`config.mk`:
```
export PLATFORM = sky130hd
export DESIGN_NAME = io_bscan_chain
export DESIGN_NICKNAME = d
export VERILOG_FILES = /design/src/rtl/bsc_pkg.sv /design/src/rtl/bsc_pin_mux.sv /design/src/rtl/bsc_cell.sv /design/src/rtl/io_bscan_chain.sv
export SDC_FILE = /design/constraint.sdc
export NUM_CORES = 1
export LEC_CHECK = 0
export BUFFER_PORTS_ARGS = -buffer_cell sky130_fd_sc_hd__buf_2
export CAP_MARGIN = 20
export CORE_MARGIN = 2
export CORE_UTILIZATION = 52
export CTS_CLUSTER_DIAMETER = 30
export CTS_CLUSTER_SIZE = 8
export DETAILED_ROUTE_END_ITERATION = 10
export GPL_ROUTABILITY_DRIVEN = 0
export PLACE_DENSITY = 0.76
export SLEW_MARGIN = 20
export SYNTH_ARGS = -nofsm -noshare
export SYNTH_HDL_FRONTEND = slang
export SYNTH_HIERARCHICAL = 1
export SYNTH_SLANG_ARGS = --single-unit
```
`constraint.sdc`:
```
create_clock -name clk -period 1.04 [get_ports clk]
set_clock_uncertainty 0.2 [all_clocks]
set_input_delay 0.156 -clock clk [delete_from_list [all_inputs] [get_ports clk]]
set_output_delay 0.156 -clock clk [all_outputs]
set_load 0.05 [all_outputs]
```
`src/rtl/bsc_pkg.sv`:
```
package bsc_pkg;

    localparam int BITS_PER_CELL = 3;

    typedef struct packed {
        logic cap_in;
        logic cap_oe;
        logic cap_out;
        logic upd_oe;
        logic upd_out;
    } bsc_cell_t;

endpackage

```
`src/rtl/bsc_pin_mux.sv`:
```
module bsc_pin_mux (
    input  logic mode,
    input  logic core_out,
    input  logic core_oe,
    input  logic upd_out,
    input  logic upd_oe,
    output logic pin_out,
    output logic pin_oe
);

    always_comb begin
        if (mode) begin
            pin_out = upd_out;
            pin_oe  = upd_oe;
        end else begin
            pin_out = core_out;
            pin_oe  = core_oe;
        end
    end

endmodule

```
`src/rtl/bsc_cell.sv`:
```
module bsc_cell
    import bsc_pkg::*;
(
    input  logic clk,
    input  logic rst_n,
    input  logic si,
    input  logic shift,
    input  logic strobe,
    input  logic update,
    input  logic mode,
    input  logic pin_in,
    input  logic core_out,
    input  logic core_oe,
    output logic so,
    output logic pin_out,
    output logic pin_oe
);

    bsc_cell_t st_d, st_q;

    always_comb begin
        st_d = st_q;
        if (strobe) begin
            if (shift) begin
                // scan-input side first: input, enable, data
                st_d.cap_in  = si;
                st_d.cap_oe  = st_q.cap_in;
                st_d.cap_out = st_q.cap_oe;
            end else begin
                st_d.cap_in  = pin_in;
                st_d.cap_oe  = core_oe;
                st_d.cap_out = core_out;
            end
        end
        if (update) begin
            st_d.upd_oe  = st_q.cap_oe;
            st_d.upd_out = st_q.cap_out;
        end
    end

    always_ff @(posedge clk or negedge rst_n) begin
        if (!rst_n) begin
            st_q <= '0;
        end else begin
            st_q <= st_d;
        end
    end

    assign so = st_q.cap_out;

    bsc_pin_mux u_mux (
        .mode     (mode),
        .core_out (core_out),
        .core_oe  (core_oe),
        .upd_out  (st_q.upd_out),
        .upd_oe   (st_q.upd_oe),
        .pin_out  (pin_out),
        .pin_oe   (pin_oe)
    );

endmodule

```
`src/rtl/io_bscan_chain.sv`:
```
module io_bscan_chain #(
    parameter int NUM_PINS = 8
) (
    input  logic                clk,
    input  logic                rst_n,
    input  logic                scan_in,
    input  logic                scan_shift,
    input  logic                scan_clock,
    input  logic                scan_update,
    input  logic                scan_mode,
    input  logic [NUM_PINS-1:0] core_out,
    input  logic [NUM_PINS-1:0] core_oe,
    input  logic [NUM_PINS-1:0] pin_in,
    output logic [NUM_PINS-1:0] pin_out,
    output logic [NUM_PINS-1:0] pin_oe,
    output logic                scan_out
);

    logic [NUM_PINS:0] link;

    assign link[0] = scan_in;

    for (genvar k = 0; k < NUM_PINS; k++) begin : g_cell
        bsc_cell u_cell (
            .clk      (clk),
            .rst_n    (rst_n),
            .si       (link[k]),
            .shift    (scan_shift),
            .strobe   (scan_clock),
            .update   (scan_update),
            .mode     (scan_mode),
            .pin_in   (pin_in[k]),
            .core_out (core_out[k]),
            .core_oe  (core_oe[k]),
            .so       (link[k+1]),
            .pin_out  (pin_out[k]),
            .pin_oe   (pin_oe[k])
        );
    end

    assign scan_out = link[NUM_PINS];

endmodule

```
==> flow_metrics.py, run 1 <==
metrics = {
    "clock_network": {
        "clk_pin_slew_ps": 130,
        "clock_latency_ps": 350,
        "cts.path.max_buffers": 2,
        "cts_sinks": 40,
        "cts_tree": "built",
        "cts-htree-levels": 2,
        "cts-root-buf": "clkbuf_4",
        "cts_buffers": 5,
    },
    "grt": {
        "overflow": 0,
        "grt_max_degree": 41,
        "first_global_vias": 1711,
        "grt_pass1_wl_um": 8320,
        "grtUsageTotal_pct": 27.7,
        "antenna_found_initial": 0,
    },
    "drt": {
        "drc": 0,
        "dr.pass1.iters": 5,
        "drt_iter0_drc": 103,
        "vias": 1554,
        "vias_per_cell": 5.43,
        "wl_per_cell_um": 18.5,
        "ant_nets": 0,
        "drt_wl_total_um": 5290,
    },
    "sta": {
        "finalCritPeriodShare_pct": 151,
        "fmax_mhz": 638,
        "worst_pin_slew_ps": 204,
        "fin_crit_ps": 1570,
        "whs_ps": 7.92,
        "rsz0062_at_grt": "true",
        "relSlewSlack_pct": 86.0,
        "hold_viol_final": 0,
        "setup_ws_ps": -528,
        "setup_viol": 26,
        "drv_slew": 0,
    },
    "run": {
        "drv_cap": 0,
    },
    "layout": {
        "mostFrequentLayoutCell": "dfrtp_1",
        "layout.cells.non_filler": 286,
        "area_growth_pct": 56.8,
        "layout_common_cells": "dfrtp_1 (39), buf_2 (28), mux2i_1 (24), nor2_1 (24), a21oi_1 (24)",
        "drive_above_1_share_pct": 45.0,
        "design_area_um2": 2840,
        "fin_util_pct": 85.1,
        "layout.nets": 270,
        "diodes": 0,
    },
    "logic_synthesis": {
        "syn_nets": 175,
        "synthMuxAreaShare_pct": 33.1,
        "synthXorXnorAreaFrac_pct": 0,
        "synth_area_um2": 1810,
        "ys_types": 5,
        "syn_area_per_cell_um2": 12.6,
        "synth-seq-cells": 40,
        "synthCells": 144,
        "ys_seq_area_share_pct": 55.2,
        "yosys.area_share.adder_pct": 0,
        "synth_top_family_by_area": "multiplexers",
        "synthSimpleGateAreaFrac_pct": 4.97,
        "ys_warn_count": 6,
        "synth_compound_area_share_pct": 6.63,
    },
    "critical_path": {
        "path_class": "reg2out",
        "critPathCaptureType": "output port",
        "critPathMaxFanout": 2,
        "cp_data_required_time_ps": 680,
        "start_kind": "register",
        "arrival_ps": 1210,
    },
    "floorplanning": {
        "initial_core_util_pct": 54.3,
        "rows": 21,
        "die_area_um2": 3970,
        "ios": 48,
        "die_h_um": 63.0,
        "core-area_um2": 3340,
        "die-width_um": 63.0,
    },
    "placed_design": {
        "port_buffers": 47,
        "dp_hpwl_um": 2800,
        "dp.cells": 252,
        "placed_area_um2": 2370,
    },
    "run_status": {
        "violations": "setup timing",
        "status": "complete, but fails checks",
    },
    "power_and_ir_drop": {
        "powerDensity_nw_per_um2": 1570,
        "power_leakage_nw": 1.37,
        "vdd_drop_max_mv": 0.996,
    },
    "worst_hold_path": {
        "min-delay-path-class": "in2reg",
    },
}
routing by layer:
layer  track usage, %  wire, um
met5                0         0
met3             5.41       225
met4             13.1       146
met2             49.5      2850
met1             31.8      2070
path summary, 6_finish.rpt:
path / slack [ps] / endpoint / cells past startpoint / start
max: -530 / pin_out[5] / 2 / g_cell[5].u_cell/st_q[0]$_DFFE_PN0P_
min: 8 / g_cell[3].u_cell/so$_DFFE_PN0P_ / 4 / core_out[3]
max reg2reg: -100 / g_cell[7].u_cell/st_q[0]$_DFFE_PN0P_ / 2 / g_cell[7].u_cell/st_q[0]$_DFFE_PN0P_
min reg2reg: 340 / g_cell[1].u_cell/st_q[1]$_DFFE_PN0P_ / 1 / g_cell[1].u_cell/st_q[1]$_DFFE_PN0P_
max in group asynchronous: 340 / g_cell[3].u_cell/st_q[3]$_DFFE_PN0P_ / 3 / rst_n
min in group asynchronous: 90 / g_cell[7].u_cell/st_q[0]$_DFFE_PN0P_ / 3 / rst_n
cell type report:
class                   instances  area [um^2]
fillers                       155          497
clock buffers                   6         41.3
clock inverters                 2         35.0
multi-input cells             104          886
well taps                      46         57.6
repair buffers                 88          818
flip-flops and latches         40         1000
cell families after synthesis:
family / Yosys count
multiplexers: 56
flip-flops: 40
AO/OA/AOI/OAI: 24
AND/OR/NAND/NOR: 24
sequential cells by signal (all words and copies together) (netlist names):
name and flops:
g_cell.u_cell/so 8, g_cell.u_cell/st_q 32
per-stage QoR:
step,setup WS (ps),TNS [ps],total power (W)
floorplan,-64.5,-83.6,0.00268
global placement,-266,-5170,0.00305
detailed placement,-281,-5840,0.00311
CTS,-507,-8310,0.00433
global route,-553,-9400,0.00464
finish,-528,-8590,0.00446
Yosys cell counts:
master	instances	share of area, %
nor2_1	24	5.0
dfrtp_1	40	55
mux2_2	32	20
a21oi_1	24	6.6
mux2i_1	24	13
report_power, final:
group | internal (W) | switching [W]
Combinational | 0.000750 | 0.000738
Sequential | 0.00178 | 0.000173
Clock | 0.000504 | 0.000512
Total | 0.00304 | 0.00142
what timing repair did:
action,in CTS,in global routing
pin swaps,0,6
buffers inserted,5,7
endpoints found under the hold margin,59,0
hold buffers,20,0
setup endpoints to repair,17,28
resized for setup,35,11
critical path, cell delays in order (launching register included):
cell and delay (ps):
dfrtp_1 420, mux2_4 280, buf_6 150
No activity file was read; power rests on OpenSTA's default activity.
==> run 2, diff against run 1 <==
- CORE_UTILIZATION: 52 -> 53
- SYNTH_HIERARCHICAL: 1 -> not set
==> run 2 against run 1 <==
Compared with the run above:
- the flow finishes with violations (hold timing, setup timing)
- critical path depth unchanged
- sequential power about the same
- first-iteration DRC count decreased by 49%
- core utilization decreased by 10 points
- wire length decreased by 13%
- critical endpoint is now pin_oe[7]
==> flow_metrics.py, run 2 <==
metrics = {
    "layout": {
        "layout.nets": 255,
        "fill_cells": 246,
        "area_growth_pct": 34.6,
        "drive_above_1_share_pct": 47.1,
        "largest_register_ffs": 32,
        "seq_area_um2": 1000,
        "multi_input_area_um2": 888,
        "mostFrequentLayoutCell": "dfrtp_1",
        "layout_common_cells": "dfrtp_1 (39), buf_2 (25), mux2i_1 (23), nor2_1 (23), a21oi_1 (23)",
        "regMostFlops": "g_cell.u_cell.st_q",
    },
    "clock_network": {
        "cts-root-buf": "clkbuf_8",
        "cts.path.max_buffers": 2,
        "cts-htree-levels": 2,
        "clk_pin_slew_ps": 70,
        "cts_tree": "built",
        "cts_sinks": 40,
        "cts_hold_buffers": 11,
        "cts_buffers": 5,
        "clock_latency_ps": 300,
    },
    "run_status": {
        "status": "complete, but fails checks",
        "violations": "hold timing, setup timing",
    },
    "drt": {
        "drc": 0,
        "ant_nets": 0,
        "dr.pass1.iters": 4,
        "vias": 1444,
        "wl_per_cell_um": 16.9,
        "drt_iter0_drc": 53,
        "vias_per_cell": 5.27,
        "drt_wl_total_um": 4620,
    },
    "power_and_ir_drop": {
        "finalPower_w": 0.00476,
        "powerDensity_nw_per_um2": 1710,
        "vdd_drop_max_mv": 1.08,
        "power_leakage_nw": 1.35,
    },
    "logic_synthesis": {
        "synth_top_family_by_area": "multiplexers",
        "synth_most_common_cell": "dfrtp_1",
        "synthFlopType": "dfrtp_1",
        "synthMuxAreaShare_pct": 29.5,
        "synth_top_area_share_pct": 48.3,
        "yosys.area.top_type": "dfrtp_1",
        "synth_area_um2": 2070,
        "synth_compound_area_share_pct": 5.80,
        "synth-seq-cells": 40,
        "ys_seq_area_share_pct": 48.3,
        "synthXorXnorAreaFrac_pct": 0,
        "yosys.area_share.adder_pct": 0,
        "ys_types": 11,
        "synth.area.top_cells": "dfrtp_1 (48%), mux2_2 (16%), mux2i_1 (12%), a21oi_1 (5.8%), buf_4 (5.8%)",
        "synthSimpleGateAreaFrac_pct": 4.35,
        "synth.top_cells.by_count": "dfrtp_1 (40), mux2_2 (29), a21oi_1 (24), mux2i_1 (24), nor2_1 (24)",
        "ys_warn_count": 0,
        "async_reset_ff_share_pct": 100,
        "syn_nets": 203,
        "synth_edf_count": 0,
        "syn_area_per_cell_um2": 12.0,
        "synthCells": 172,
    },
    "floorplanning": {
        "initial_core_util_pct": 55.8,
        "die-width_um": 66.5,
        "rows": 22,
        "core-area_um2": 3720,
        "die_h_um": 66.5,
        "die_area_um2": 4430,
        "ios": 48,
    },
    "sta": {
        "rsz0062_at_grt": "true",
        "relSlewSlack_pct": 82.8,
        "setup_viol": 24,
        "fin_setup_tns_ps": -7160,
        "finalCritPeriodShare_pct": 142,
        "fin_crit_ps": 1480,
        "whs_ps": -22.5,
        "setup_ws_ps": -436,
        "fmax_mhz": 677,
        "drv_slew": 0,
        "worst_pin_slew_ps": 253,
        "hold_viol_final": 6,
    },
    "grt": {
        "overflow": 0,
        "first_global_vias": 1512,
        "grtUsageTotal_pct": 21.6,
        "antenna_found_initial": 0,
        "grt_max_degree": 41,
        "grt_pass1_wl_um": 6910,
    },
    "placed_design": {
        "dp_hpwl_um": 2830,
        "port_buffers": 47,
        "pre_cts_ws_ps": -293,
    },
    "run": {
        "drv_cap": 0,
    },
    "critical_path": {
        "path_class": "reg2out",
        "crit_path_start": "g_cell[7].u_cell.st_q[1]$_DFFE_PN0P_",
        "cp_data_required_time_ps": 680,
        "reg2reg_depth": 2,
        "crit_end": "pin_oe[7]",
        "reg2reg_from": "g_cell[5].u_cell.st_q[1]$_DFFE_PN0P_",
        "arrival_ps": 1120,
        "r2r_end": "g_cell[5].u_cell.st_q[1]$_DFFE_PN0P_",
        "critPathMaxFanout": 2,
        "critPathCaptureType": "output port",
        "reg2reg_slack_ps": -60,
        "start_kind": "register",
    },
    "worst_hold_path": {
        "min-delay-path-class": "in2reg",
    },
}
[run 2: changes by cell type after synthesis]
cell	before	now
buf_2	0	4
clkbuf_1	0	1
mux2_2	32	29
buf_4	0	16
buf_12	0	3
mux2_4	0	3
buf_6	0	4
[run 2: what timing repair did]
item,in CTS,in global routing
pin swaps,0,10
endpoints found under the hold margin,55,1
setup buffers,3,6
setup endpoints to repair,17,30
gates resized for setup,44,14
[run 2: how the worst min path moves through the flow]
stage / from / end / slack (ps) / cells past startpoint
6_report: pin_in[7] / g_cell[7].u_cell.st_q[4]$_DFFE_PN0P_ / -20 / 3
5_1_grt: core_out[0] / g_cell[0].u_cell.so$_DFFE_PN0P_ / -8 / 3
4_1_cts: pin_in[7] / g_cell[7].u_cell.st_q[4]$_DFFE_PN0P_ / -20 / 3
3_5_place_dp: rst_n / g_cell[4].u_cell.st_q[1]$_DFFE_PN0P_ / -60 / 2
3_3_place_gp: rst_n / g_cell[4].u_cell.st_q[3]$_DFFE_PN0P_ / -60 / 2
2_1_floorplan: rst_n / g_cell[0].u_cell.so$_DFFE_PN0P_ / -340 / 0
[run 2: metal layers]
metal  track usage, %  routed length (um)  up-vias
met3             5.74                 236        8
met1             26.4                1880      708
li1                 -                   -      683
met2             36.3                2420       45
met5                0                   0        -
met4             8.67                  93        0
[run 2: worst max-delay path, stage by stage, from the launching register on]
cell     delay (ps)
dfrtp_1         400
mux2_4          280
buf_8           150
[run 2: cell type report]
class	instances	area share [%]
diodes	1	0.0897
clock buffers	7	3.45
well taps	48	2.15
flip-flops and latches	40	35.9
clock inverters	1	1.08
repair buffers	73	25.4
multi-input cells	104	31.9
[run 2: cells by family after synthesis]
| kind of cell | after synthesis |
|---|---|
| AND/OR/NAND/NOR | 24 |
| multiplexers | 56 |
| AO/OA/AOI/OAI | 24 |
| flip-flops | 40 |
| buffers and inverters | 28 |
[run 2: metrics by stage]
stage          cells  util, %  cell area, um^2  hold slack [ps]
2_1_floorplan    172        -             2190             -340
3_3_place_gp     252     62.8             2330            -63.6
3_5_place_dp     252     62.8             2330            -56.2
4_1_cts          274     73.7             2740            -17.0
5_1_grt          273     75.0             2790            -8.13
6_report         274     75.1             2790            -22.5
[run 2: where the power goes]
group          switching (W)  internal, W  total (W)
Clock               0.000536     0.000846    0.00138
Combinational       0.000719     0.000720    0.00144
Sequential          0.000155      0.00179    0.00194
Total                0.00141      0.00335    0.00476
==> run 3, diff against run 2 <==
- CORE_ASPECT_RATIO: not set -> 0.9
==> run 3 against run 2 <==
Compared with the run above:
- the run ends with setup timing left
- fmax up 0.55%
- global-route usage fell by 0.84 points
- clock power shrank 11%
- first-iteration DRC count rose by 30%
- setup slack improved by 8.0 ps
- core utilization down 1.7 points
- total power shrank 4.3%
- via count shrank 4.8%
- clock-buffer cell count is 1 lower
- sequential share of layout area is 0.71 points higher
- largest cell class unchanged
- largest power group unchanged
==> flow_metrics.py, run 3 (same netlist as run 2, synthesis figures left out) <==
metrics = {
    "run": {
        "drv_cap": 0,
    },
    "drt": {
        "vias": 1375,
        "drt_iter0_drc": 69,
        "drc": 0,
        "ant_nets": 0,
        "drt_wl_total_um": 4140,
        "vias_per_cell": 5.17,
        "wl_per_cell_um": 15.6,
        "dr.pass1.iters": 4,
    },
    "power_and_ir_drop": {
        "vdd_drop_max_mv": 1.32,
        "powerDensity_nw_per_um2": 1670,
        "finalPower_w": 0.00456,
        "power_leakage_nw": 1.32,
    },
    "critical_path": {
        "arrival_ps": 1110,
        "cp_data_required_time_ps": 680,
        "critPathMaxFanout": 2,
        "path_class": "reg2out",
        "critPathCaptureType": "output port",
        "start_kind": "register",
    },
    "run_status": {
        "violations": "setup timing",
        "status": "complete, but fails checks",
    },
    "floorplanning": {
        "die_area_um2": 4430,
        "die_h_um": 63.3,
        "die-width_um": 69.9,
        "initial_core_util_pct": 55.5,
        "rows": 21,
        "ios": 48,
        "core-area_um2": 3730,
    },
    "grt": {
        "busiest_layer": "met2",
        "overflow": 0,
        "grt_pass1_wl_um": 7220,
        "grt_max_degree": 41,
        "grt.met2_usage_pct": 32.3,
        "grtUsageTotal_pct": 20.8,
        "first_global_vias": 1525,
        "grt.met1_usage_pct": 27.6,
        "grtUsageMet3_pct": 6.08,
        "antenna_found_initial": 0,
    },
    "layout": {
        "regMostFlops": "g_cell.u_cell.st_q",
        "mostFrequentLayoutCell": "dfrtp_1",
        "layout_common_cells": "dfrtp_1 (39), mux2i_1 (24), nor2_1 (24), a21oi_1 (24), buf_2 (23)",
        "fill_cells": 243,
        "diodes": 0,
        "layout.nets": 250,
        "layout.cells.non_filler": 266,
        "area_growth_pct": 32.0,
        "largest_register_ffs": 32,
        "drive_above_1_share_pct": 42.7,
    },
    "sta": {
        "fin_crit_ps": 1470,
        "setup_ws_ps": -428,
        "finalCritPeriodShare_pct": 141,
        "rsz0062_at_grt": "true",
        "setup_viol": 21,
        "relSlewSlack_pct": 86.0,
        "hold_viol_final": 0,
        "fin_setup_tns_ps": -7020,
        "worst_pin_slew_ps": 210,
        "drv_slew": 0,
        "fmax_mhz": 681,
    },
    "placed_design": {
        "dp.cells": 246,
        "dp_hpwl_um": 2790,
        "port_buffers": 47,
    },
    "clock_network": {
        "cts-htree-levels": 2,
        "cts_tree": "built",
        "cts_sinks": 40,
        "clk_pin_slew_ps": 70,
        "clock_latency_ps": 290,
        "cts.path.max_buffers": 2,
        "cts-root-buf": "clkbuf_8",
        "cts_buffers": 5,
    },
    "worst_hold_path": {
        "min-delay-path-class": "in2reg",
    },
}
==> run 3: cell count changes in the layout (fill, tap and decap cells not counted), sizes merged <==
cell,before,now
diode,1,0
buf,62,54
dlygate4sd3,5,9
clkinv,0,1
dlymetal6s4s,6,5
clkbuf,7,6
==> run 3: final cells by class <==
class | count | area, um^2 | area share [%]
Timing Repair Buffer | 68 | 686 | 25.1
Clock inverter | 2 | 35.0 | 1.28
Multi-Input combinational cell | 104 | 882 | 32.3
Tap cell | 46 | 57.6 | 2.10
Sequential cell | 40 | 1000 | 36.6
Clock buffer | 6 | 72.6 | 2.65
==> run 3: power breakdown <==
| group | total [W] | internal, W | switching [W] |
|---|---|---|---|
| Clock | 0.00123 | 0.000712 | 0.000516 |
| Sequential | 0.00194 | 0.00179 | 0.000150 |
| Combinational | 0.00139 | 0.000705 | 0.000688 |
==> run 3: routing by layer <==
layer	part of all wire, %	vias to the layer above
li1	-	671
met2	48	37
met1	45	659
met3	5.1	8
met5	0	-
met4	1.7	0
==> run 3: path summary, 6_finish.rpt <==
check	startpoint	endpoint	slack [ps]	cells after the start
max	g_cell[7].u_cell.st_q[0]$_DFFE_PN0P_	pin_out[7]	-430	2
min	core_oe[6]	g_cell[6].u_cell.st_q[3]$_DFFE_PN0P_	5	3
max reg2reg	g_cell[5].u_cell.st_q[0]$_DFFE_PN0P_	g_cell[5].u_cell.st_q[0]$_DFFE_PN0P_	-160	3
min reg2reg	g_cell[4].u_cell.st_q[0]$_DFFE_PN0P_	g_cell[4].u_cell.st_q[0]$_DFFE_PN0P_	320	1
max in group asynchronous	rst_n	g_cell[7].u_cell.so$_DFFE_PN0P_	290	3
min in group asynchronous	rst_n	g_cell[5].u_cell.st_q[0]$_DFFE_PN0P_	150	3
==> run 3: repair_timing <==
item / 4_1_cts / 5_1_grt
endpoints found under the setup margin: 17 / 33
pin swaps: 0 / 9
resized for setup: 45 / 11
buffers inserted: 4 / 2
hold endpoints to repair: 56 / 0
hold buffers: 14 / 0
==> run 3: metrics by stage <==
step	setup WS [ps]	utilization [%]	cell area, um^2	hold WS [ps]
2_1_floorplan	-171	-	2190	-340
3_3_place_gp	-283	61.7	2300	-68.7
3_5_place_dp	-299	61.7	2300	-63.7
4_1_cts	-433	73.1	2730	-8.78
5_1_grt	-458	73.3	2740	26.9
6_report	-428	73.3	2740	5.04
==> run 3: worst max-delay path, stage by stage (launching register included) <==
cell and delay, ps:
dfrtp_1 400, mux2_4 280, buf_8 150
